### src/rtl/ide_cfg_pkg.sv
package ide_cfg_pkg;

    localparam int CFG_BYTES = 256;
    localparam int BM_CH     = 2;
    localparam int BM_STRIDE = 8;
    localparam int BAR_N     = 4;

    typedef logic [7:0] byte_t;

    typedef struct packed {
        logic  take;
        byte_t val;
    } wr_res_t;

    typedef struct packed {
        logic bar_unlock;
        logic class_unlock;
        logic pif_open;
    } gate_t;

    localparam byte_t A_CMD    = 8'h04;
    localparam byte_t A_STAT   = 8'h07;
    localparam byte_t A_PIF    = 8'h09;
    localparam byte_t A_SUBCL  = 8'h0A;
    localparam byte_t A_CLASS  = 8'h0B;
    localparam byte_t A_BAR0   = 8'h10;
    localparam byte_t A_BMB_LO = 8'h20;
    localparam byte_t A_BMB_HI = 8'h21;
    localparam byte_t A_VCTL   = 8'h4F;
    localparam byte_t A_BAREN  = 8'h50;
    localparam byte_t A_CHCTL  = 8'h51;

    localparam byte_t STAT_W1C = 8'hB1;
    localparam byte_t PIF_KEEP = 8'h8A;
    localparam byte_t PIF_TAKE = 8'h05;

    function automatic byte_t reset_byte(byte_t a, bit enh, byte_t pif);
        byte_t r;
        logic  native;
        native = ((pif & PIF_KEEP) == PIF_KEEP);
        r = 8'h00;
        case (a)
            8'h00, 8'h2C: r = (a == 8'h00 || enh) ? 8'h95 : 8'h00;
            8'h01, 8'h2D: r = (a == 8'h01 || enh) ? 8'h10 : 8'h00;
            8'h02, 8'h2E: r = (a == 8'h02 || enh) ? (enh ? 8'h48 : 8'h46) : 8'h00;
            8'h03, 8'h2F: r = (a == 8'h03 || enh) ? 8'h06 : 8'h00;
            8'h06: r = 8'h80;
            8'h07: r = 8'h02;
            8'h09: r = pif;
            8'h0A, 8'h0B: r = 8'h01;
            8'h20: r = 8'h01;
            8'h3C: r = 8'h0E;
            8'h3D: r = 8'h01;
            8'h3E: r = 8'h02;
            8'h3F: r = 8'h04;
            8'h51: r = enh ? 8'h0C : 8'h08;
            8'h57: r = 8'h0C;
            8'h59: r = enh ? 8'h00 : 8'h40;
            8'h34: r = enh ? 8'h60 : 8'h00;
            8'h60: r = enh ? 8'h01 : 8'h00;
            8'h62: r = enh ? 8'h21 : 8'h00;
            8'h63: r = enh ? 8'h06 : 8'h00;
            8'h65: r = enh ? 8'h60 : 8'h00;
            8'h67: r = enh ? 8'hF0 : 8'h00;
            8'h50: r = native ? 8'h40 : 8'h00;
            8'h10: r = native ? 8'hF1 : 8'h00;
            8'h11: r = native ? 8'h01 : 8'h00;
            8'h14: r = native ? 8'hF5 : 8'h00;
            8'h15: r = native ? 8'h03 : 8'h00;
            8'h18: r = native ? 8'h71 : 8'h00;
            8'h19: r = native ? 8'h01 : 8'h00;
            8'h1C: r = native ? 8'h75 : 8'h00;
            8'h1D: r = native ? 8'h03 : 8'h00;
            default: r = 8'h00;
        endcase
        return r;
    endfunction

    function automatic wr_res_t next_byte(byte_t a, byte_t old, byte_t v, bit enh, gate_t g);
        wr_res_t r;
        r.take = 1'b0;
        r.val  = old;
        case (a)
            A_CMD:    begin r.take = 1'b1; r.val = v & 8'h45; end
            A_STAT:   begin r.take = 1'b1; r.val = old & ~(v & STAT_W1C); end
            A_PIF:    begin r.take = g.pif_open; r.val = (old & PIF_KEEP) | (v & PIF_TAKE); end
            A_SUBCL, A_CLASS: begin r.take = enh && g.class_unlock; r.val = v; end
            8'h10, 8'h18: begin r.take = g.bar_unlock; r.val = (v & 8'hF8) | 8'h01; end
            8'h14, 8'h1C: begin r.take = g.bar_unlock; r.val = (v & 8'hFC) | 8'h01; end
            8'h11, 8'h15, 8'h19, 8'h1D: begin r.take = g.bar_unlock; r.val = v; end
            A_BMB_LO: begin r.take = 1'b1; r.val = (v & 8'hF0) | 8'h01; end
            A_BMB_HI: begin r.take = 1'b1; r.val = v; end
            8'h2C, 8'h2D, 8'h2E, 8'h2F: begin r.take = enh; r.val = v; end
            8'h3C:    begin r.take = 1'b1; r.val = v; end
            A_VCTL:   begin r.take = enh; r.val = (old & 8'hFA) | (v & 8'h05); end
            A_CHCTL:  begin r.take = 1'b1; r.val = v & (enh ? 8'hCC : 8'hC8); end
            8'h52, 8'h54, 8'h56, 8'h58, 8'h5B: begin r.take = 1'b1; r.val = v; end
            8'h59:    begin r.take = !enh; r.val = v; end
            8'h53, 8'h55: begin r.take = 1'b1; r.val = v & 8'hC0; end
            8'h57:    begin r.take = 1'b1; r.val = (old & 8'h10) | (v & 8'hCC); end
            8'h64:    begin r.take = enh; r.val = (old & 8'hFC) | (v & 8'h03); end
            8'h65:    begin r.take = enh; r.val = (old & 8'h7F) | (v & 8'h80); end
            default:  begin r.take = 1'b0; r.val = old; end
        endcase
        return r;
    endfunction

endpackage

### src/rtl/ide_cfg_wr_ctl.sv
module ide_cfg_wr_ctl
    import ide_cfg_pkg::*;
#(
    parameter bit ENHANCED = 1'b0
) (
    input  logic  we_i,
    input  byte_t addr_i,
    input  byte_t old_i,
    input  byte_t wdata_i,
    input  gate_t gate_i,
    output logic  take_o,
    output byte_t val_o
);
    wr_res_t res;

    always_comb begin
        res    = next_byte(addr_i, old_i, wdata_i, ENHANCED, gate_i);
        take_o = we_i && res.take;
        val_o  = res.val;
    end

    always_comb begin
        if (take_o && (addr_i == A_CMD)) begin
            assert ((val_o & ~8'h45) == 8'h00)
                else $error("p_cmd_mask_r2: command write carries masked bits");
        end
    end
endmodule

### src/rtl/ide_cfg_bm_route.sv
module ide_cfg_bm_route
    import ide_cfg_pkg::*;
#(
    parameter bit ENHANCED = 1'b0
) (
    input  logic              clk,
    input  logic              rst,
    input  logic              wr_i,
    input  byte_t             addr_i,
    input  byte_t             wdata_i,
    input  byte_t             rdata0_i,
    input  byte_t             rdata1_i,
    output logic              hit_o,
    output byte_t             rdata_o,
    output logic [BM_CH-1:0]  we_o,
    output logic [2:0]        off_o,
    output byte_t             wdata_o
);
    localparam int OFF_W = $clog2(BM_STRIDE);

    logic ch;

    assign hit_o   = (addr_i[7:4] == 4'h7);
    assign ch      = addr_i[OFF_W];
    assign off_o   = addr_i[OFF_W-1:0];
    assign rdata_o = ch ? rdata1_i : rdata0_i;

    for (genvar c = 0; c < BM_CH; c++) begin : g_we
        assign we_o[c] = wr_i && hit_o && (ch == c[0]);
    end

    if (ENHANCED) begin : g_full
        assign wdata_o = wdata_i;
    end else begin : g_mask
        assign wdata_o = (off_o == 3'd1) ? (wdata_i & 8'h03) : wdata_i;
    end

    p_bm_onehot_r9: assert property (@(posedge clk) disable iff (rst)
        $onehot0(we_o));
    p_bm_nostrobe_r9: assert property (@(posedge clk) disable iff (rst)
        !wr_i |-> (we_o == '0));
endmodule

### src/rtl/ide_cfg_regfile.sv
module ide_cfg_regfile
    import ide_cfg_pkg::*;
#(
    parameter bit         ENHANCED = 1'b0,
    parameter logic [7:0] PIF_RST  = 8'h8A
) (
    input  logic        clk,
    input  logic        rst,
    input  logic [2:0]  func_i,
    input  logic [7:0]  addr_i,
    input  logic        wr_i,
    input  logic [7:0]  wdata_i,
    output logic [7:0]  rdata_o,
    input  logic [7:0]  stat_evt_i,
    output logic [1:0]  bm_we_o,
    output logic [2:0]  bm_off_o,
    output logic [7:0]  bm_wdata_o,
    input  logic [7:0]  bm_rdata0_i,
    input  logic [7:0]  bm_rdata1_i,
    output logic [7:0]  cmd_o,
    output logic [7:0]  prog_if_o,
    output logic [7:0]  chan_ctl_o,
    output logic [63:0] bar_o,
    output logic [31:0] bm_base_o
);
    byte_t regs [CFG_BYTES];

    logic  wr0;
    gate_t gate;
    logic  take;
    byte_t wval;
    byte_t stat_next;
    logic  bm_hit;
    byte_t bm_rd;
    logic [15:0] bm_base;

    assign wr0 = wr_i && (func_i == 3'd0);

    always_comb begin
        gate.bar_unlock   = regs[A_BAREN][6];
        gate.class_unlock = regs[A_VCTL][2];
        gate.pif_open     = regs[A_PIF][1] && regs[A_PIF][3] &&
                            (!ENHANCED || (regs[A_SUBCL] == 8'h01 && regs[A_CLASS] == 8'h01));
    end

    ide_cfg_wr_ctl #(.ENHANCED(ENHANCED)) u_wr (
        .we_i    (wr0),
        .addr_i  (addr_i),
        .old_i   (regs[addr_i]),
        .wdata_i (wdata_i),
        .gate_i  (gate),
        .take_o  (take),
        .val_o   (wval)
    );

    ide_cfg_bm_route #(.ENHANCED(ENHANCED)) u_bm (
        .clk      (clk),
        .rst      (rst),
        .wr_i     (wr0),
        .addr_i   (addr_i),
        .wdata_i  (wdata_i),
        .rdata0_i (bm_rdata0_i),
        .rdata1_i (bm_rdata1_i),
        .hit_o    (bm_hit),
        .rdata_o  (bm_rd),
        .we_o     (bm_we_o),
        .off_o    (bm_off_o),
        .wdata_o  (bm_wdata_o)
    );

    always_comb begin
        stat_next = (take && addr_i == A_STAT) ? wval : regs[A_STAT];
        stat_next = stat_next | (stat_evt_i & STAT_W1C);
    end

    always_ff @(posedge clk) begin
        if (rst) begin
            for (int i = 0; i < CFG_BYTES; i++) begin
                regs[i] <= reset_byte(byte_t'(i), ENHANCED, PIF_RST);
            end
        end else begin
            if (take) begin
                regs[addr_i] <= wval;
            end
            regs[A_STAT] <= stat_next;
        end
    end

    always_comb begin
        if (func_i != 3'd0) begin
            rdata_o = 8'hFF;
        end else if (bm_hit) begin
            rdata_o = bm_rd;
        end else begin
            rdata_o = regs[addr_i];
        end
    end

    assign cmd_o      = regs[A_CMD];
    assign prog_if_o  = regs[A_PIF];
    assign chan_ctl_o = regs[A_CHCTL];
    assign bm_base    = {regs[A_BMB_HI], regs[A_BMB_LO] & 8'hF0};

    for (genvar k = 0; k < BAR_N; k++) begin : g_bar
        localparam byte_t LO = byte_t'(A_BAR0 + 8'(4 * k));
        localparam byte_t HI = byte_t'(LO + 8'd1);
        assign bar_o[16*k +: 16] = {regs[HI], regs[LO]};
    end

    for (genvar c = 0; c < BM_CH; c++) begin : g_bmb
        assign bm_base_o[16*c +: 16] = bm_base + 16'(BM_STRIDE * c);
    end

    p_cmd_store_r2: assert property (@(posedge clk) disable iff (rst)
        (wr0 && addr_i == A_CMD) |=> (cmd_o == ($past(wdata_i) & 8'h45)));
    p_bar_lock_r4: assert property (@(posedge clk) disable iff (rst)
        (wr0 && addr_i == A_BAR0 && !regs[A_BAREN][6]) |=> $stable(bar_o[15:0]));
    p_bar_bit0_r4: assert property (@(posedge clk) disable iff (rst)
        (wr0 && addr_i == A_BAR0 && regs[A_BAREN][6]) |=> bar_o[0]);
    p_bmbase_low_r5: assert property (@(posedge clk) disable iff (rst)
        (wr0 && addr_i == A_BMB_LO) |=> (regs[A_BMB_LO][3:0] == 4'h1));
    p_pif_keep_r6: assert property (@(posedge clk) disable iff (rst)
        (wr0 && addr_i == A_PIF) |=> ((prog_if_o & PIF_KEEP) == ($past(prog_if_o) & PIF_KEEP)));
    p_func_ff_r10: assert property (@(posedge clk) disable iff (rst)
        (func_i != 3'd0) |-> (rdata_o == 8'hFF));
    p_func_nowrite_r10: assert property (@(posedge clk) disable iff (rst)
        (wr_i && func_i != 3'd0) |=> $stable(cmd_o));
endmodule

### config.mk
export PLATFORM = sky130hd
export DESIGN_NAME = ide_cfg_regfile
export DESIGN_NICKNAME = d
export VERILOG_FILES = /design/src/rtl/ide_cfg_pkg.sv /design/src/rtl/ide_cfg_wr_ctl.sv /design/src/rtl/ide_cfg_bm_route.sv /design/src/rtl/ide_cfg_regfile.sv
export SDC_FILE = /design/constraint.sdc
export NUM_CORES = 2
export LEC_CHECK = 0
export CAP_MARGIN = 20
export CORE_MARGIN = 2
export CORE_UTILIZATION = 58
export CTS_BUF_LIST = sky130_fd_sc_hd__clkbuf_4
export CTS_CLUSTER_DIAMETER = 50
export DETAILED_ROUTE_END_ITERATION = 6
export GPL_ROUTABILITY_DRIVEN = 0
export HOLD_SLACK_MARGIN = 0.12
export PLACE_DENSITY = 0.72
export SLEW_MARGIN = 20
export SYNTH_ARGS = -nofsm -noshare
export SYNTH_HDL_FRONTEND = slang
export SYNTH_HIERARCHICAL = 1
export SYNTH_SLANG_ARGS = --single-unit
### constraint.sdc
create_clock -name clk -period 4.8 [get_ports clk]
set_input_delay 0.48 -clock clk [delete_from_list [all_inputs] [get_ports clk]]
set_output_delay 0.48 -clock clk [all_outputs]
set_load 0.01 [all_outputs]
==> results by group <==
Place
  • Pre-CTS setup slack: -0.0870 ns
  • DP Wirelength: 192000 microns
  • Port buffer count: 174

STA
  • Final hold vios: 0
  • Fin crit share: 99.2%
  • Clock Skew: 0.0981 ns
  • Final Max Tran Viols: 0
  • Worst hold slack: 0.207 ns
  • Setup violations, final: 0
  • Final min period: 4.76 ns
  • Max_slew headroom: 29.6%
  • Setup slack after layout: 0.0396 ns
  • Worst-Margin Slew: 1.05 ns
  • Fmax achieved: 210 MHz

Yosys
  • Ys Warns: 6
  • Number of synthesized flops with an enable pin: 2044
  • Top_reg_cell synth: edfxtp_1
  • Most common cell in the netlist: edfxtp_1
  • Share of the synthesized area in the top cell type: 63.5%
  • Commonest cells in the netlist: 2044 x edfxtp_1, 1410 x and2_1, 597 x and3_1
  • Mean post-synth cell area: 14.3 sq um
  • Post-synth ARST share: 0%
  • Post-synth design cell area: 96700 sq um
  • Synth area leaders: edfxtp_1 63%, and2_1 9.1%, mux4_2 8.8%, and3_1 3.9%, mux2i_1 2.8%
  • Library cells used by synthesis: 87
  • Mapped Cells: 6783
  • Synthesized flop and latch total: 2048
  • Yosys top cell by area: edfxtp_1
  • Sequential-to-total area share from yosys stat: 63.5%

Cells and area
  • Max FFs per register: 2048
  • Nets: 7531
  • Reg with most FFs: regs
  • Top flop regs: regs: 2048 flops
  • Syn-to-layout area delta: 15.0%
  • Share of cells above drive strength 1: 27.4%

Global route
  • First-pass GRT wire length: 416000 microns
  • Vias in the first global route: 63100
  • Initial antenna violation count: 16
  • Largest net degree at the start of global routing: 168
  • GRT Residual Overflow: 0
  • Total track usage: 33.6%

Power and ir drop
  • Pleak: 44.1 nW
  • Max VDD drop: 0.000300 V
  • Pwr Density: 356 nW/um^2

Drt
  • Remaining DRCs: 3
  • WL/cell: 28.5 microns
  • Routed Antenna Nets: 0
  • Vias/cell: 6.36
  • Met1 WL: 105000 microns
  • Highest routed layer: met5
  • Vias: 63700
  • Total routed wirelength: 285000 microns
  • DR WL met2: 131000 microns
  • DRT Pass-1 Iters: 7
  • DR iter-0 viols: 8591
  • Met3 wire length: 34300 microns

CTS
  • Post-CTS Setup Inserts: 0
  • Number of buffers created by CTS: 548
  • H-Tree Depth: 6
  • Max Buffers Root-to-Sink: 4
  • Clock Latency Late Sink: 1.41 ns
  • Clk slew on worst S/H paths: 0.06 ns
  • Clock sinks: 2048
  • CTS root buffer: clkbuf_4
  • CTS tree: built

Die
  • Die Width: 412 microns
  • Site row count: 149
  • I/O pins: 187
  • Die Y-Extent: 412 microns
  • Core area: 165000 sq um
  • Initial Util: 58.5%
  • DIE AREA: 170000 sq um

Worst hold path
  • Hold Path Stages: 3
  • Worst Hold Path EP: regs[173][5]
  • Min-delay src: wdata_i[5]
  • Hold Crit Class: in -> reg

Setup path
  • Critical path's slowest cell: edfxtp_1
  • CP Capture Type: output port
  • CP arrival: 4.28 ns
  • Worst Path Buf+Inv: 3
  • Reg2reg start: regs[75][0]
  • Worst Path Required: 4.32 ns
  • CP Launch Type: flip-flop
  • Family with the most delay on the worst path: multiplexers
  • Worst R2R Path Depth: 16
  • Most used cell, CP: buf_4
  • Crit-path max cell delay: 0.53 ns
  • R2R Path End: regs[7][0]
  • Largest fanout on the critical path: 2
  • Worst path cell trace: mux4_2, mux2i_1, o22ai_1, a211oi_1, buf_4, nand4_1, o31ai_1, buf_4, a21oi_1, dlygate4sd2_1
  • Critical path class: reg -> out
  • R2R setup slack: 0.56 ns

Run
  • Max_cap viols: 0

Run status
  • Failing checks: design-rule violations
  • Status: finished, violations left
cell families (layout without fill, tap and decap cells):
group	after synthesis	count (layout)	share of synthesized area [%]
and+or+nand+nor	2859	2859	17.6
DFF	2048	2048	63.5
buffers and inverters	697	1729	3.22
muxes	666	666	11.8
AOI/OAI and AO/OA	509	509	3.78
other	2	22	0.00776
xor gates and xnor gates	2	2	0.0181
how the worst max path moves through the flow:
stage / end / cells past startpoint / from / slack, ns
after floorplan: regs[32][0] / 16 / addr_i[1] / 1.23
after global placement: regs[66][1] / 13 / addr_i[5] / -0.09
after detailed placement: regs[66][1] / 13 / addr_i[5] / -0.09
after CTS: rdata_o[5] / 10 / regs[75][5] / -0.11
after global routing: rdata_o[6] / 10 / regs[231][6] / -0.02
final: rdata_o[6] / 10 / regs[21][6] / 0.04
cell usage in the layout, fill, tap and decap left out, types with 10 or more instances in the layout:
master           count
o211ai_1            12
a211oi_1            31
mux2_2              13
o31ai_1             11
and3_1             597
and2_1            1406
or3_1               58
a21oi_1             29
mux4_2             376
or2_2              180
a22o_1              35
inv_2               17
o22ai_1             87
o21ai_0             26
nor2_2              13
a221oi_1            16
nand2_1            102
clkbuf_4           804
diode_2             14
nor3_1              18
nor2_1             224
a21o_1              77
clkinv_2            10
clkdlybuf4s50_1    158
nand4_1             15
buf_12             100
a31oi_1             37
clkinv_1            52
nand2b_1            19
mux2i_1            261
a22oi_1             66
edfxtp_1          2044
buf_4              538
nor2b_1             35
nor4_1              17
nand3_1            109
inv_1               23
where the power goes:
part           internal, W  total (W)  switching, W  leakage [nW]
Clock              0.00781     0.0149       0.00713          3.95
Sequential          0.0202     0.0204      0.000191          20.9
Combinational      0.00149    0.00430       0.00280          19.2
final cells by class:
cell class                 count  area (sq um)
clock inverter                82           430
fill                       11300         54100
tap                         2189          2740
inverter                      25          93.8
clock buffer                 804          6040
multi-input combinational   4044         32600
antenna                       14          35.0
timing repair buffer         818          7840
sequential                  2048         61500
repair_timing:
action | CTS | global route
endpoints found under the setup margin | 8 | 3
hold buffers | 5 | 0
hold endpoints to repair | 650 | 0
pin swaps | 4 | 1
gates resized for setup | 47 | 4
per-layer routing:
metal,up-vias,track usage [%]
li1,27000,-
met1,31800,45.4
met2,4152,51.0
met3,731,8.51
met4,2,16.8
met5,-,0
per-stage QoR:
stage | cells | power (W) | util, % | area (sq um) | TNS [ns]
after floorplan | 6789 | 0.0228 | - | 96700 | 0
after global placement | 9116 | 0.0248 | 63.2 | 104000 | -2.44
after detailed placement | 9119 | 0.0249 | 63.2 | 104000 | -5.35
after CTS | 10000 | 0.0397 | 67.2 | 111000 | -0.110
after global routing | 10000 | 0.0408 | 67.3 | 111000 | -0.0577
final | 10000 | 0.0396 | 67.3 | 111000 | 0
worst min-delay path, stage by stage:
cell             delay, ns
clkdlybuf4s50_1       0.56
a22o_4                0.29
and2_1                0.15
No activity file was read; power rests on OpenSTA's default activity.
